--- src/rtl/fu_pkg.sv ---
package fu_pkg;

    typedef enum logic [2:0] {
        OP_MUL  = 3'd0,
        OP_ADD  = 3'd1,
        OP_MAC  = 3'd2,
        OP_HAM  = 3'd3,
        OP_CLIP = 3'd4
    } fu_op_e;

endpackage

--- src/rtl/fu_sm_add.sv ---
// Sign-magnitude adder: same signs add magnitudes, opposite signs subtract
// the smaller magnitude from the larger one and keep the larger one's sign.
module fu_sm_add #(
    parameter int W = 15
) (
    input  logic         a_s,
    input  logic [W-1:0] a_m,
    input  logic         b_s,
    input  logic [W-1:0] b_m,
    output logic         sum_s,
    output logic [W:0]   sum_m
);

    always_comb begin
        if (a_s == b_s) begin
            sum_m = {1'b0, a_m} + {1'b0, b_m};
            sum_s = a_s;
        end else if (a_m >= b_m) begin
            sum_m = {1'b0, a_m} - {1'b0, b_m};
            sum_s = a_s;
        end else begin
            sum_m = {1'b0, b_m} - {1'b0, a_m};
            sum_s = b_s;
        end
        if (sum_m == '0) begin
            sum_s = 1'b0;
        end
    end

endmodule

--- src/rtl/fu_popcount.sv ---
// Ones counter built as a chain of partial sums, one stage per input bit.
module fu_popcount #(
    parameter int W = 16
) (
    input  logic [W-1:0]           vec,
    output logic [$clog2(W+1)-1:0] cnt
);

    localparam int CW = $clog2(W + 1);

    logic [CW-1:0] part [W+1];

    assign part[0] = '0;

    for (genvar i = 0; i < W; i++) begin : g_stage
        assign part[i+1] = part[i] + CW'(vec[i]);
    end

    assign cnt = part[W];

endmodule

--- src/rtl/fu_alu.sv ---
// Combinational operation core. The result magnitude spans the accumulator
// magnitude width; zero normalisation of the final value is done by the caller.
module fu_alu
    import fu_pkg::*;
#(
    parameter int DW = 16,
    parameter int AW = 40
) (
    input  fu_op_e          op,
    input  logic [DW-1:0]   a,
    input  logic [DW-1:0]   b,
    input  logic            acc_s,
    input  logic [AW-2:0]   acc_m,
    output logic            res_s,
    output logic [AW-2:0]   res_m
);

    localparam int MW  = DW - 1;
    localparam int AMW = AW - 1;
    localparam int PW  = 2 * MW;
    localparam int HW  = $clog2(DW + 1);

    logic            a_s;
    logic            b_s;
    logic [MW-1:0]   a_m;
    logic [MW-1:0]   b_m;
    logic            prod_s;
    logic [PW-1:0]   prod_m;
    logic            add_s;
    logic [MW:0]     add_m;
    logic            mac_s;
    logic [AMW:0]    mac_m;
    logic [HW-1:0]   ham_cnt;
    logic [MW-1:0]   clip_m;

    assign a_s    = a[DW-1];
    assign b_s    = b[DW-1];
    assign a_m    = a[MW-1:0];
    assign b_m    = b[MW-1:0];
    assign prod_s = a_s ^ b_s;
    assign prod_m = PW'(a_m) * PW'(b_m);
    assign clip_m = (a_m > b_m) ? b_m : a_m;

    fu_sm_add #(.W(MW)) u_add (
        .a_s   (a_s),
        .a_m   (a_m),
        .b_s   (b_s),
        .b_m   (b_m),
        .sum_s (add_s),
        .sum_m (add_m)
    );

    fu_sm_add #(.W(AMW)) u_mac (
        .a_s   (acc_s),
        .a_m   (acc_m),
        .b_s   (prod_s),
        .b_m   (AMW'(prod_m)),
        .sum_s (mac_s),
        .sum_m (mac_m)
    );

    fu_popcount #(.W(DW)) u_ham (
        .vec (a ^ b),
        .cnt (ham_cnt)
    );

    always_comb begin
        res_s = 1'b0;
        res_m = '0;
        case (op)
            OP_MUL: begin
                res_s = prod_s;
                res_m = AMW'(prod_m);
            end
            OP_ADD: begin
                res_s = add_s;
                res_m = AMW'(add_m);
            end
            OP_MAC: begin
                res_s = mac_s;
                res_m = mac_m[AMW] ? {AMW{1'b1}} : mac_m[AMW-1:0];
            end
            OP_HAM: begin
                res_m = AMW'(ham_cnt);
            end
            OP_CLIP: begin
                res_s = a_s;
                res_m = AMW'(clip_m);
            end
            default: begin
                res_s = 1'b0;
                res_m = '0;
            end
        endcase
    end

endmodule

--- src/rtl/fu_core.sv ---
module fu_core
    import fu_pkg::*;
#(
    parameter int DW = 16,
    parameter int AW = 40
) (
    input  logic          clk,
    input  logic          rst_n,
    input  logic          in_valid,
    output logic          in_ready,
    input  logic [DW-1:0] op_a,
    input  logic [DW-1:0] op_b,
    input  logic [2:0]    cfg_opcode,
    input  logic          cfg_out_sel,
    input  logic          cfg_shift,
    input  logic          acc_we,
    output logic          out_valid,
    input  logic          out_ready,
    output logic [AW-1:0] out_data
);

    localparam int AMW = AW - 1;

    typedef struct packed {
        logic            vld;
        logic [AW-1:0]   dout;
        logic            acc_s;
        logic [AMW-1:0]  acc_m;
    } fu_state_t;

    fu_state_t       st_d;
    fu_state_t       st_q;
    logic            take;
    logic            alu_s;
    logic [AMW-1:0]  alu_m;
    logic            sh_s;
    logic [AMW-1:0]  sh_m;

    fu_alu #(.DW(DW), .AW(AW)) u_alu (
        .op    (fu_op_e'(cfg_opcode)),
        .a     (op_a),
        .b     (op_b),
        .acc_s (st_q.acc_s),
        .acc_m (st_q.acc_m),
        .res_s (alu_s),
        .res_m (alu_m)
    );

    assign in_ready  = !st_q.vld || out_ready;
    assign take      = in_valid && in_ready;
    assign out_valid = st_q.vld;
    assign out_data  = st_q.dout;

    always_comb begin
        st_d = st_q;
        sh_m = cfg_shift ? (alu_m >> 1) : alu_m;
        sh_s = alu_s && (sh_m != '0);
        if (st_q.vld && out_ready) begin
            st_d.vld = 1'b0;
        end
        if (take) begin
            st_d.vld = 1'b1;
            if (acc_we) begin
                st_d.acc_s = sh_s;
                st_d.acc_m = sh_m;
            end
            st_d.dout = cfg_out_sel ? {st_d.acc_s, st_d.acc_m} : {sh_s, sh_m};
        end
    end

    always_ff @(posedge clk) begin
        if (!rst_n) begin
            st_q <= '0;
        end else begin
            st_q <= st_d;
        end
    end

    AST_NO_NEG_ZERO: assert property (@(posedge clk) disable iff (!rst_n)
        out_valid |-> (out_data != {1'b1, {AMW{1'b0}}}));
    AST_OUT_HOLD: assert property (@(posedge clk) disable iff (!rst_n)
        (out_valid && !out_ready) |=> (out_valid && $stable(out_data)));
    AST_NO_SPURIOUS: assert property (@(posedge clk) disable iff (!rst_n)
        (!in_valid && (!out_valid || out_ready)) |=> !out_valid);
    AST_ACC_KEEP: assert property (@(posedge clk) disable iff (!rst_n)
        !(take && acc_we) |=> ($stable(st_q.acc_m) && $stable(st_q.acc_s)));
    AST_HAM_RANGE: assert property (@(posedge clk) disable iff (!rst_n)
        (in_valid && cfg_opcode == OP_HAM) |-> (!alu_s && alu_m <= AMW'(DW)));
    AST_CLIP_BOUND: assert property (@(posedge clk) disable iff (!rst_n)
        (in_valid && cfg_opcode == OP_CLIP) |-> (alu_m <= AMW'(op_b[DW-2:0])));
    AST_SHIFT_TOP: assert property (@(posedge clk) disable iff (!rst_n)
        (take && cfg_shift && !cfg_out_sel) |=> (out_data[AW-2] == 1'b0));

endmodule

--- config.mk ---
export PLATFORM = sky130hd
export DESIGN_NAME = fu_core
export DESIGN_NICKNAME = d
export VERILOG_FILES = /design/src/rtl/fu_pkg.sv /design/src/rtl/fu_sm_add.sv /design/src/rtl/fu_popcount.sv /design/src/rtl/fu_alu.sv /design/src/rtl/fu_core.sv
export SDC_FILE = /design/constraint.sdc
export NUM_CORES = 1
export LEC_CHECK = 0
export BUFFER_PORTS_ARGS = -buffer_cell sky130_fd_sc_hd__buf_4
export CAP_MARGIN = 20
export CORE_MARGIN = 10
export CORE_UTILIZATION = 30
export DETAILED_ROUTE_END_ITERATION = 8
export PLACE_DENSITY = 0.43
export SLEW_MARGIN = 40
export SYNTH_ARGS = -nofsm -noshare
export SYNTH_HDL_FRONTEND = slang
export SYNTH_SLANG_ARGS = --single-unit
--- constraint.sdc ---
create_clock -name clk -period 13 [get_ports clk]
set_input_delay 0.65 -clock clk [delete_from_list [all_inputs] [get_ports clk]]
set_output_delay 0.65 -clock clk [all_outputs]
set_load 0.005 [all_outputs]
=== Word level (Yosys, flattened, before mapping) ===
Cells that the tools add are included.

* Memories: 0
* Word-level logic and storage cells: 66
* Register bits after elaboration: 81
* Bits in latches: 0
* Bits in read-only memories: 0
* Bits in writable memories: 0
* Output and inout bits: 42

* Muxes and demuxes: 19
* Multiply operators: 1
* Reduce and logical (&&, ||, !) cells: 10
* Shift operators: 0
* Eq/ne operators: 6
* Div/mod/pow operators: 0
* Add/subtract/negate cells: 21
* Order comparisons: 3
* Bitwise gates (word level): 2

{| class="wikitable"
|+ Operators by type and width
! cell !! number
|-
| $pmux W39 S5 || 1
|-
| $mux W40 || 4
|-
| $mux W81 || 1
|-
| $mux W39 || 2
|-
| $add A5 B1 Y5 || 11
|-
| $add A39 B30 Y40 || 1
|-
| $logic_not A40 Y1 || 1
|-
| $sub A30 B39 Y40 || 1
|-
| $sub A39 B30 Y40 || 1
|-
| $ge A39 B30 Y1 || 1
|-
| $reduce_bool A39 Y1 || 1
|-
| $mux W16 || 2
|-
| $sub A15 B15 Y16 || 2
|-
| $mul A15 B15 Y30 || 1
|-
| $add A15 B15 Y16 || 1
|-
| $logic_not A16 Y1 || 1
|-
| $xor A16 B16 Y16 || 1
|-
| $ge A15 B15 Y1 || 1
|-
| $gt A15 B15 Y1 || 1
|-
| $mux W15 || 1
|-
| $mux W1 || 7
|-
| $eq A3 B2 Y1 const B || 2
|-
| $add A4 B1 Y5 || 1
|-
| $add A3 B1 Y4 || 1
|-
| 12 further kinds || 15
|}

=== Longest topological paths before layout ===
Gate-level depths: netlist (run 1).

* Depth after elaboration: 23
* Depth in mapped cells: 43
* Mapped depth without buffers: 39

=== Hierarchy ===
From an unflattened synthesis (run 1), not the netlist that was laid out.

* Cell total of the unflattened synthesis: 3,163
* Area, all modules: 23,576.4 µm²

{| class="wikitable"
|+ By module, submodules not included
! module !! cells an instance !! seq. area each (µm²) !! instances !! area an instance (µm²)
|-
| fu_alu || 1,199 || 0.0 || 1 || 9,579.2
|-
| fu_sm_add (u_alu.u_mac) || 1,138 || 0.0 || 1 || 7,353.3
|-
| fu_core || 464 || 1,621.6 || 1 || 4,021.4
|-
| fu_sm_add (u_alu.u_add) || 315 || 0.0 || 1 || 2,214.6
|-
| fu_popcount || 47 || 0.0 || 1 || 407.9
|}

=== Worst setup path before layout (run 1) ===
OpenSTA, ideal clock, no wires.

* Kind: input to register
* Start: in op_b[1]
* End: reg st_q[39] in the netlist's numbering
* Slack: 3.163 ns
* Cell stages on the path: 38
* Arrival: 9.705 ns
* Buffers on the path: 2
* Library setup time: 0.132 ns
* Path through: inv_1 buf_1 nor2_1 fa_1 inv_1 fa_1 inv_1 fa_1 inv_1 fa_1 inv_1 fa_1 inv_1 fa_1 inv_1 ha_1 nand3_1 nor2_1 [... 2 more ...] a21oi_1 nor3_1 a311oi_1 ha_1 and4_1 buf_2 a31oi_1 a31o_1 a21oi_1 a41o_1 or3_1 and2_0 or4_1 or4_1 o31ai_2 a21oi_1 nand2_1 a21oi_1

* Longest elaborated chain between the ends: 21
* Elaborated cells between the ends (all ways): 46
* Those cells by class: add/sub: 21; mul: 1; order compare: 3; mux: 16; bitwise: 1; reduce/logical: 4

{| class="wikitable"
|+ Ends and longest elaborated chain
! item !! RTL line !! source
|-
| start, declared || fu_core.sv:12 || <nowiki>input logic [DW-1:0] op_b,</nowiki>
|-
| $xor A16 B16 Y16 || fu_alu.sv:63 || <nowiki>.vec (a ^ b),</nowiki>
|-
| $add A1 B1 Y2 || fu_popcount.sv:16 || <nowiki>assign part[i+1] = part[i] + CW'(vec[i]);</nowiki>
|-
| $add A2 B1 Y3 || fu_popcount.sv:16 ||
|-
| $add A3 B1 Y4 || fu_popcount.sv:16 ||
|-
| $add A4 B1 Y5 || fu_popcount.sv:16 ||
|-
| $add A5 B1 Y5 (11 in a row) || fu_popcount.sv:16 ||
|-
| $pmux W39 S5 || fu_alu.sv:70 || <nowiki>case (op)</nowiki>
|-
| $mux W39 || fu_core.sv:56 || <nowiki>sh_m = cfg_shift ? (alu_m >> 1) : alu_m;</nowiki>
|-
| $reduce_bool A39 Y1 || fu_core.sv:57 || <nowiki>sh_s = alu_s && (sh_m != '0);</nowiki>
|-
| $logic_and A1 B1 Y1 * || fu_core.sv:57 ||
|-
| $mux W40 * || fu_core.sv:63 || <nowiki>if (acc_we) begin</nowiki>
|-
| end signal, assigned || fu_core.sv:75 || <nowiki>st_q <= st_d;</nowiki>
|-
| end, declared || fu_core.sv:32 || <nowiki>fu_state_t st_q;</nowiki>
|}

Mark *: on every way between the ends. The rest lies on a longest branch, timed or not.
A chain may end at the register's enable or synchronous reset.

=== Final worst setup path (run 1) ===
Same ends and word-level chain as after synthesis.

==> flow_results.xml, run 1 <==
<?xml version="1.0" encoding="UTF-8"?>
<metrics>
  <group name="final_layout">
    <metric name="layout-drive-gt1-share" unit="">0.0695</metric>
    <metric name="final_cell_count_no_fill" unit="">3918</metric>
    <metric name="nets" unit="">3420</metric>
    <metric name="fin_area" unit="um^2">23300</metric>
    <metric name="fill_cells" unit="">7869</metric>
    <metric name="utilization" unit="">0.325</metric>
    <metric name="flow.area_growth_from_synthesis" unit="%">7.31</metric>
    <metric name="seq_area" unit="um^2">1620</metric>
    <metric name="area_of_combinational_cells_with_multiple_inputs" unit="um^2">17800</metric>
  </group>
  <group name="placement">
    <metric name="place_congestion" unit="">0.971</metric>
    <metric name="placedCellCount" unit="">3900</metric>
    <metric name="port_buffers" unit="">83</metric>
    <metric name="placed_area" unit="um^2">22900</metric>
    <metric name="dp_hpwl" unit="um">86900</metric>
  </group>
  <group name="job">
    <metric name="drv_cap" unit="">0</metric>
  </group>
  <group name="synth">
    <metric name="synth.yosys.warnings" unit="">0</metric>
    <metric name="most_frequent_cell_after_synthesis" unit="">sky130_fd_sc_hd__nor2_1</metric>
    <metric name="synth.top_cell.area_share" unit="">0.169</metric>
    <metric name="synthesis.nets" unit="">3490</metric>
    <metric name="synth.area.top_cells" unit="">sky130_fd_sc_hd__fa_1, sky130_fd_sc_hd__ha_1, sky130_fd_sc_hd__dfxtp_1, sky130_fd_sc_hd__nor2_1, sky130_fd_sc_hd__a21oi_1</metric>
    <metric name="ys_ff_latch" unit="">81</metric>
    <metric name="synth_flop_cell" unit="">sky130_fd_sc_hd__dfxtp_1</metric>
    <metric name="synthCells" unit="">3031</metric>
    <metric name="postSynthAreaPerCell" unit="um^2">7.16</metric>
    <metric name="synthDistinctLibCells" unit="">97</metric>
    <metric name="post_synth_instance_area" unit="um^2">21700</metric>
    <metric name="synthArstFlopShare" unit="">0</metric>
    <metric name="synth.largest_area_cell" unit="">sky130_fd_sc_hd__fa_1</metric>
    <metric name="synth_sequential_area_ratio" unit="">0.0747</metric>
    <metric name="synth.top_cells.by_count" unit="">sky130_fd_sc_hd__nor2_1, sky130_fd_sc_hd__inv_1, sky130_fd_sc_hd__nand2_1</metric>
    <metric name="synth_enable_flop_cells" unit="">0</metric>
  </group>
  <group name="global_routing">
    <metric name="grt_remaining_overflow" unit="">0</metric>
    <metric name="global_route_wire_length_before_repair" unit="um">154000</metric>
    <metric name="largest_net_degree_at_the_start_of_global_routing" unit="">74</metric>
    <metric name="grt_util_all_layers" unit="">0.244</metric>
    <metric name="antenna_violations_before_repair" unit="">4</metric>
    <metric name="via_count_of_the_first_global_routing_pass" unit="">22700</metric>
  </group>
  <group name="die">
    <metric name="die_h" unit="um">289</metric>
    <metric name="die-area" unit="um^2">83500</metric>
    <metric name="die_w" unit="um">289</metric>
    <metric name="initial_util" unit="">0.303</metric>
    <metric name="pin_count" unit="">84</metric>
    <metric name="rows" unit="">98</metric>
    <metric name="core_box_area" unit="um^2">71600</metric>
  </group>
  <group name="drt">
    <metric name="drc" unit="">0</metric>
    <metric name="route.detailed.vias_per_inst" unit="">5.74</metric>
    <metric name="drt_iter0_markers" unit="">1914</metric>
    <metric name="drt_first_pass_iters" unit="">6</metric>
    <metric name="postRouteAntennaNets" unit="">0</metric>
    <metric name="post_drt_wl_per_cell" unit="um">26.8</metric>
    <metric name="vias" unit="">22500</metric>
    <metric name="drt-total-wl" unit="um">105000</metric>
  </group>
  <group name="cts">
    <metric name="cts_root_buf" unit="">sky130_fd_sc_hd__clkbuf_16</metric>
    <metric name="tritoncts_clock_tree" unit="">built</metric>
    <metric name="max-clock-path-buffers" unit="">2</metric>
    <metric name="ctsHoldBuffers" unit="">0</metric>
    <metric name="numClockSinks" unit="">81</metric>
    <metric name="clkSlewWorstSetupHoldPaths" unit="ps">60</metric>
    <metric name="tritoncts.num_buffers" unit="">9</metric>
    <metric name="cts-resized-gates" unit="">0</metric>
    <metric name="postCtsSetupRepairBufs" unit="">0</metric>
    <metric name="cts-htree-levels" unit="">3</metric>
    <metric name="worst_skew_pair.late_latency" unit="ps">340</metric>
  </group>
  <group name="sta">
    <metric name="worst_pin_slew" unit="ps">871</metric>
    <metric name="finalHoldViolCount" unit="">0</metric>
    <metric name="timing.final.crit_period" unit="ps">12100</metric>
    <metric name="timing.final.setup_violations" unit="">0</metric>
    <metric name="timing.final.crit_share" unit="">0.930</metric>
    <metric name="rsz_0062_raised_after_global_routing" unit="">false</metric>
    <metric name="final-max-slew-violation-count" unit="">0</metric>
    <metric name="max_freq" unit="MHz">82.7</metric>
    <metric name="max-slew-margin-rel" unit="">0.413</metric>
    <metric name="tns" unit="ps">0</metric>
    <metric name="fin_worst_skew" unit="ps">6.34</metric>
  </group>
  <group name="worst_hold_path">
    <metric name="min_path_type" unit="">register to register</metric>
  </group>
  <group name="critical_path">
    <metric name="endpoint_kind" unit="">register</metric>
    <metric name="max_stage_delay" unit="ps">750</metric>
    <metric name="cp_data_arrival_time" unit="ps">12300</metric>
    <metric name="crit_path_frequent_cell" unit="">sky130_fd_sc_hd__inv_1</metric>
    <metric name="worstSetupStartpointType" unit="">input port</metric>
    <metric name="worst-setup-path-type" unit="">input port to register</metric>
    <metric name="crit_path_top_delay_cell" unit="">sky130_fd_sc_hd__o311ai_0</metric>
    <metric name="critical_path_peak_fanout" unit="">17</metric>
    <metric name="worst_endpoint_required_time" unit="ps">13200</metric>
  </group>
  <group name="outcome">
    <metric name="run_status" unit="">finished clean</metric>
  </group>
</metrics>
## cell type report
type,instances,area share
well taps,950,0.0510
repair buffers,127,0.0418
clock buffers,11,0.0104
clock inverters,5,0.00440
diodes,2,0.000215
multi-input cells,2374,0.763
flip-flops and latches,81,0.0696
inverters,368,0.0593
## kinds of logic after synthesis
| group | Yosys count | share of synthesized area |
|---|---|---|
| fa+ha+maj | 417 | 0.304 |
| flops | 81 | 0.0747 |
| compound gates | 831 | 0.253 |
| simple gates | 1027 | 0.216 |
| mux | 31 | 0.0146 |
| xor+xnor | 68 | 0.0281 |
| buf+inv | 576 | 0.110 |
## layer usage
metal	track usage	vias up	wire (um)
met2	0.429	799	51300
met4	0.123	2	6290
li1	-	10300	-
met1	0.297	11200	43100
met5	0	-	13
met3	0.0183	183	4490
## final timing paths
path / from / to / slack (ps) / depth (start not counted)
max reg2reg: st_q[7] / st_q[39] / 6420 / 16
min: out_data[38] / out_data[38] / 500 / 2
min reg2reg: out_data[38] / out_data[38] / 500 / 2
max: op_b[1] / st_q[39] / 900 / 40
## cell usage in the layout (no fill, tap or decap), types with 12 or more instances in the layout
| cell | count |
|---|---|
| sky130_fd_sc_hd__nor2_1 | 354 |
| sky130_fd_sc_hd__inv_1 | 347 |
| sky130_fd_sc_hd__nand2_1 | 330 |
| sky130_fd_sc_hd__a21oi_1 | 264 |
| sky130_fd_sc_hd__ha_1 | 234 |
| sky130_fd_sc_hd__fa_1 | 183 |
| sky130_fd_sc_hd__o21ai_0 | 134 |
| sky130_fd_sc_hd__buf_4 | 126 |
| sky130_fd_sc_hd__dfxtp_1 | 81 |
| sky130_fd_sc_hd__nand3_1 | 69 |
| sky130_fd_sc_hd__a211oi_1 | 58 |
| sky130_fd_sc_hd__xnor2_1 | 57 |
| sky130_fd_sc_hd__nor3_1 | 53 |
| sky130_fd_sc_hd__o211ai_1 | 51 |
| sky130_fd_sc_hd__a21o_1 | 42 |
| sky130_fd_sc_hd__a31oi_1 | 36 |
| sky130_fd_sc_hd__o31ai_1 | 31 |
| sky130_fd_sc_hd__nor4_1 | 29 |
| sky130_fd_sc_hd__nand4_1 | 28 |
| sky130_fd_sc_hd__nor2b_1 | 26 |
| sky130_fd_sc_hd__a311oi_1 | 26 |
| sky130_fd_sc_hd__mux2i_1 | 25 |
| sky130_fd_sc_hd__or3_1 | 21 |
| sky130_fd_sc_hd__and3_1 | 19 |
| sky130_fd_sc_hd__o21bai_1 | 18 |
| sky130_fd_sc_hd__and2_1 | 17 |
| sky130_fd_sc_hd__nand2b_1 | 16 |
| sky130_fd_sc_hd__o21a_1 | 15 |
| sky130_fd_sc_hd__a211o_1 | 14 |
| sky130_fd_sc_hd__clkinv_1 | 12 |
| sky130_fd_sc_hd__a221oi_1 | 12 |
## registers in the layout (all words and copies together) (netlist names)
name       flops
out_data      40
out_valid      1
st_q          40
## worst max-delay path, delay by kind of cell
kind	cells	cell delay, ps
AOI/OAI and AO/OA	9	3640
adders and majority gates	8	3630
and+or+nand+nor	11	2310
buffers and inverters	10	1180
xor gates and xnor gates	2	850
## per-stage QoR
step	hold slack [ps]	setup slack, ps
finish	497	905
global route	516	512
CTS	501	1200
detailed placement	484	865
global placement	489	729
floorplan	458	3160
Power of run 1 is left out: the tool's default activity adds up to more than one toggle a clock period on the data nets, which glitch-free logic cannot reach.
==> run 2, diff against run 1 <==
--- a/config.mk
+++ b/config.mk
@@ -5,12 +5,13 @@
 export SDC_FILE = /design/constraint.sdc
 export NUM_CORES = 1
 export LEC_CHECK = 0
+export ABC_AREA = 1
 export BUFFER_PORTS_ARGS = -buffer_cell sky130_fd_sc_hd__buf_4
 export CAP_MARGIN = 20
 export CORE_MARGIN = 10
 export CORE_UTILIZATION = 30
 export DETAILED_ROUTE_END_ITERATION = 8
-export PLACE_DENSITY = 0.43
+export PLACE_DENSITY = 0.42
 export SLEW_MARGIN = 40
 export SYNTH_ARGS = -nofsm -noshare
 export SYNTH_HDL_FRONTEND = slang
==> run 2 against run 1 <==
Against the previous run:
- synthesized area grew 15%
- sequential share of layout area shrank 0.82 points
- register-to-register slack gained 570 ps
- highest routed layer unchanged
==> flow_results.xml, run 2 <==
<?xml version="1.0" encoding="UTF-8"?>
<metrics>
  <group name="sta">
    <metric name="max-slew-margin-rel" unit="">0.393</metric>
    <metric name="tns" unit="ps">0</metric>
    <metric name="final-max-slew-violation-count" unit="">0</metric>
    <metric name="timing.final.crit_share" unit="">0.835</metric>
    <metric name="worst_pin_slew" unit="ps">901</metric>
    <metric name="max_freq" unit="MHz">92.1</metric>
    <metric name="timing.final.crit_period" unit="ps">10850</metric>
    <metric name="rsz_0062_raised_after_global_routing" unit="">false</metric>
    <metric name="fin_worst_skew" unit="ps">15.3</metric>
    <metric name="timing.final.setup_violations" unit="">0</metric>
    <metric name="finalHoldViolCount" unit="">0</metric>
  </group>
  <group name="cts">
    <metric name="numClockSinks" unit="">81</metric>
    <metric name="tritoncts.num_buffers" unit="">9</metric>
    <metric name="ctsHoldBuffers" unit="">0</metric>
    <metric name="cts-htree-levels" unit="">3</metric>
    <metric name="postCtsSetupRepairBufs" unit="">0</metric>
    <metric name="clkSlewWorstSetupHoldPaths" unit="ps">80</metric>
    <metric name="cts_root_buf" unit="">sky130_fd_sc_hd__clkbuf_16</metric>
    <metric name="worst_skew_pair.late_latency" unit="ps">400</metric>
    <metric name="tritoncts_clock_tree" unit="">built</metric>
    <metric name="max-clock-path-buffers" unit="">2</metric>
    <metric name="cts-resized-gates" unit="">0</metric>
  </group>
  <group name="worst_hold_path">
    <metric name="min_path_type" unit="">register to register</metric>
  </group>
  <group name="outcome">
    <metric name="run_status" unit="">finished clean</metric>
  </group>
  <group name="critical_path">
    <metric name="crit_path_top_delay_cell" unit="">sky130_fd_sc_hd__nand2_2</metric>
    <metric name="worstSetupStartpointType" unit="">input port</metric>
    <metric name="endpoint_kind" unit="">register</metric>
    <metric name="worst-setup-path-type" unit="">input port to register</metric>
    <metric name="worst_endpoint_required_time" unit="ps">13250</metric>
    <metric name="cp_data_arrival_time" unit="ps">11110</metric>
    <metric name="critical_path_peak_fanout" unit="">30</metric>
    <metric name="crit_path_frequent_cell" unit="">sky130_fd_sc_hd__nand2_1</metric>
    <metric name="max_stage_delay" unit="ps">560</metric>
  </group>
  <group name="synth">
    <metric name="synth.yosys.warnings" unit="">0</metric>
    <metric name="synthArstFlopShare" unit="">0</metric>
    <metric name="synth_sequential_area_ratio" unit="">0.0648</metric>
    <metric name="synth.largest_area_cell" unit="">sky130_fd_sc_hd__nand2_1</metric>
    <metric name="ys_ff_latch" unit="">81</metric>
    <metric name="synth_flop_cell" unit="">sky130_fd_sc_hd__dfxtp_1</metric>
    <metric name="synth.top_cells.by_count" unit="">sky130_fd_sc_hd__nand2_1, sky130_fd_sc_hd__inv_1, sky130_fd_sc_hd__a21oi_1</metric>
    <metric name="synth.area.top_cells" unit="">sky130_fd_sc_hd__nand2_1, sky130_fd_sc_hd__fa_1, sky130_fd_sc_hd__inv_1, sky130_fd_sc_hd__ha_1, sky130_fd_sc_hd__dfxtp_1</metric>
    <metric name="synthesis.nets" unit="">4763</metric>
    <metric name="synthCells" unit="">4304</metric>
    <metric name="synth.top_cell.area_share" unit="">0.215</metric>
    <metric name="most_frequent_cell_after_synthesis" unit="">sky130_fd_sc_hd__nand2_1</metric>
    <metric name="post_synth_instance_area" unit="um^2">25000</metric>
    <metric name="synthDistinctLibCells" unit="">54</metric>
    <metric name="postSynthAreaPerCell" unit="um^2">5.81</metric>
    <metric name="synth_enable_flop_cells" unit="">0</metric>
  </group>
  <group name="placement">
    <metric name="dp_hpwl" unit="um">99500</metric>
    <metric name="port_buffers" unit="">83</metric>
    <metric name="place_congestion" unit="">0.991</metric>
  </group>
  <group name="final_layout">
    <metric name="layout-drive-gt1-share" unit="">0.0492</metric>
    <metric name="flow.area_growth_from_synthesis" unit="%">5.54</metric>
    <metric name="antenna_cells_inserted" unit="">0</metric>
    <metric name="most-common-layout-cells" unit="">sky130_fd_sc_hd__nand2_1, sky130_fd_sc_hd__inv_1, sky130_fd_sc_hd__a21oi_1, sky130_fd_sc_hd__nand3_1, sky130_fd_sc_hd__nor2_1</metric>
    <metric name="final_common_cell" unit="">sky130_fd_sc_hd__nand2_1</metric>
    <metric name="nets" unit="">4682</metric>
  </group>
  <group name="drt">
    <metric name="drc" unit="">0</metric>
    <metric name="drt_iter0_markers" unit="">2678</metric>
    <metric name="drt-total-wl" unit="um">119000</metric>
    <metric name="postRouteAntennaNets" unit="">0</metric>
    <metric name="post_drt_wl_per_cell" unit="um">22.4</metric>
    <metric name="drt_first_pass_iters" unit="">6</metric>
    <metric name="vias" unit="">26800</metric>
    <metric name="route.detailed.vias_per_inst" unit="">5.06</metric>
  </group>
  <group name="job">
    <metric name="drv_cap" unit="">0</metric>
  </group>
  <group name="global_routing">
    <metric name="global_route_wire_length_before_repair" unit="um">174000</metric>
    <metric name="largest_net_degree_at_the_start_of_global_routing" unit="">69</metric>
    <metric name="grt_util_all_layers" unit="">0.245</metric>
    <metric name="via_count_of_the_first_global_routing_pass" unit="">26100</metric>
    <metric name="grt_remaining_overflow" unit="">0</metric>
    <metric name="antenna_violations_before_repair" unit="">4</metric>
  </group>
  <group name="die">
    <metric name="core_box_area" unit="um^2">82400</metric>
    <metric name="initial_util" unit="">0.304</metric>
    <metric name="pin_count" unit="">84</metric>
    <metric name="die-area" unit="um^2">95300</metric>
    <metric name="rows" unit="">105</metric>
    <metric name="die_w" unit="um">309</metric>
    <metric name="die_h" unit="um">309</metric>
  </group>
</metrics>
## run 2: through the flow
step	area (um^2)	std cells	utilization	hold slack (ps)	setup WS, ps
final	26400	5298	0.321	470	2150
after CTS	26400	5298	0.321	470	2230
after detailed placement	26100	5282	0.317	458	1820
after floorplan	25000	4304	-	446	4840
after global routing	26400	5298	0.321	487	1440
after global placement	26100	5282	0.317	458	1810
## run 2: logic make-up (layout without fill, tap and decap cells)
logic type | Yosys count | in the layout | synth area share
flip-flops | 81 | 81 | 0.0648
multiplexers | 2 | 2 | 0.000800
buffers and inverters | 1040 | 964 | 0.170
adder cells (fa/ha/maj) | 417 | 417 | 0.263
AND/OR/NAND/NOR | 2092 | 2092 | 0.346
XOR/XNOR | 80 | 80 | 0.0288
AO/OA/AOI/OAI | 592 | 592 | 0.126
## run 2: per-layer routing
metal	share of wire	GRT usage	up-vias
met4	0.025	0.0637	4
met5	0.00023	0	-
met2	0.43	0.380	922
met3	0.079	0.0473	124
met1	0.47	0.344	12700
li1	-	-	13000
## run 2: final timing paths
kind / from / depth (start not counted) / to / slack (ps)
max reg2reg: st_q[0] / 29 / out_data[39] / 6990
min reg2reg: out_data[25] / 2 / out_data[25] / 470
max: op_b[0] / 48 / out_data[39] / 2150
min: out_data[25] / 2 / out_data[25] / 470
## run 2: final cells by class
class | instances | area, um^2
Fill cell | 9495 | 56000
Multi-Input combinational cell | 3183 | 19200
Inverter | 842 | 3170
Sequential cell | 81 | 1620
Tap cell | 1070 | 1340
Timing Repair Buffer | 106 | 796
Clock buffer | 9 | 225
Clock inverter | 7 | 81.3
## run 2: worst max-delay path, delay by kind of cell
family	cells	cell delay [ps]
compound gates	5	1130
xor+xnor	1	390
fa+ha+maj	8	3850
simple gates	24	4090
buf+inv	10	920
Power of run 2 is left out for the same reason.
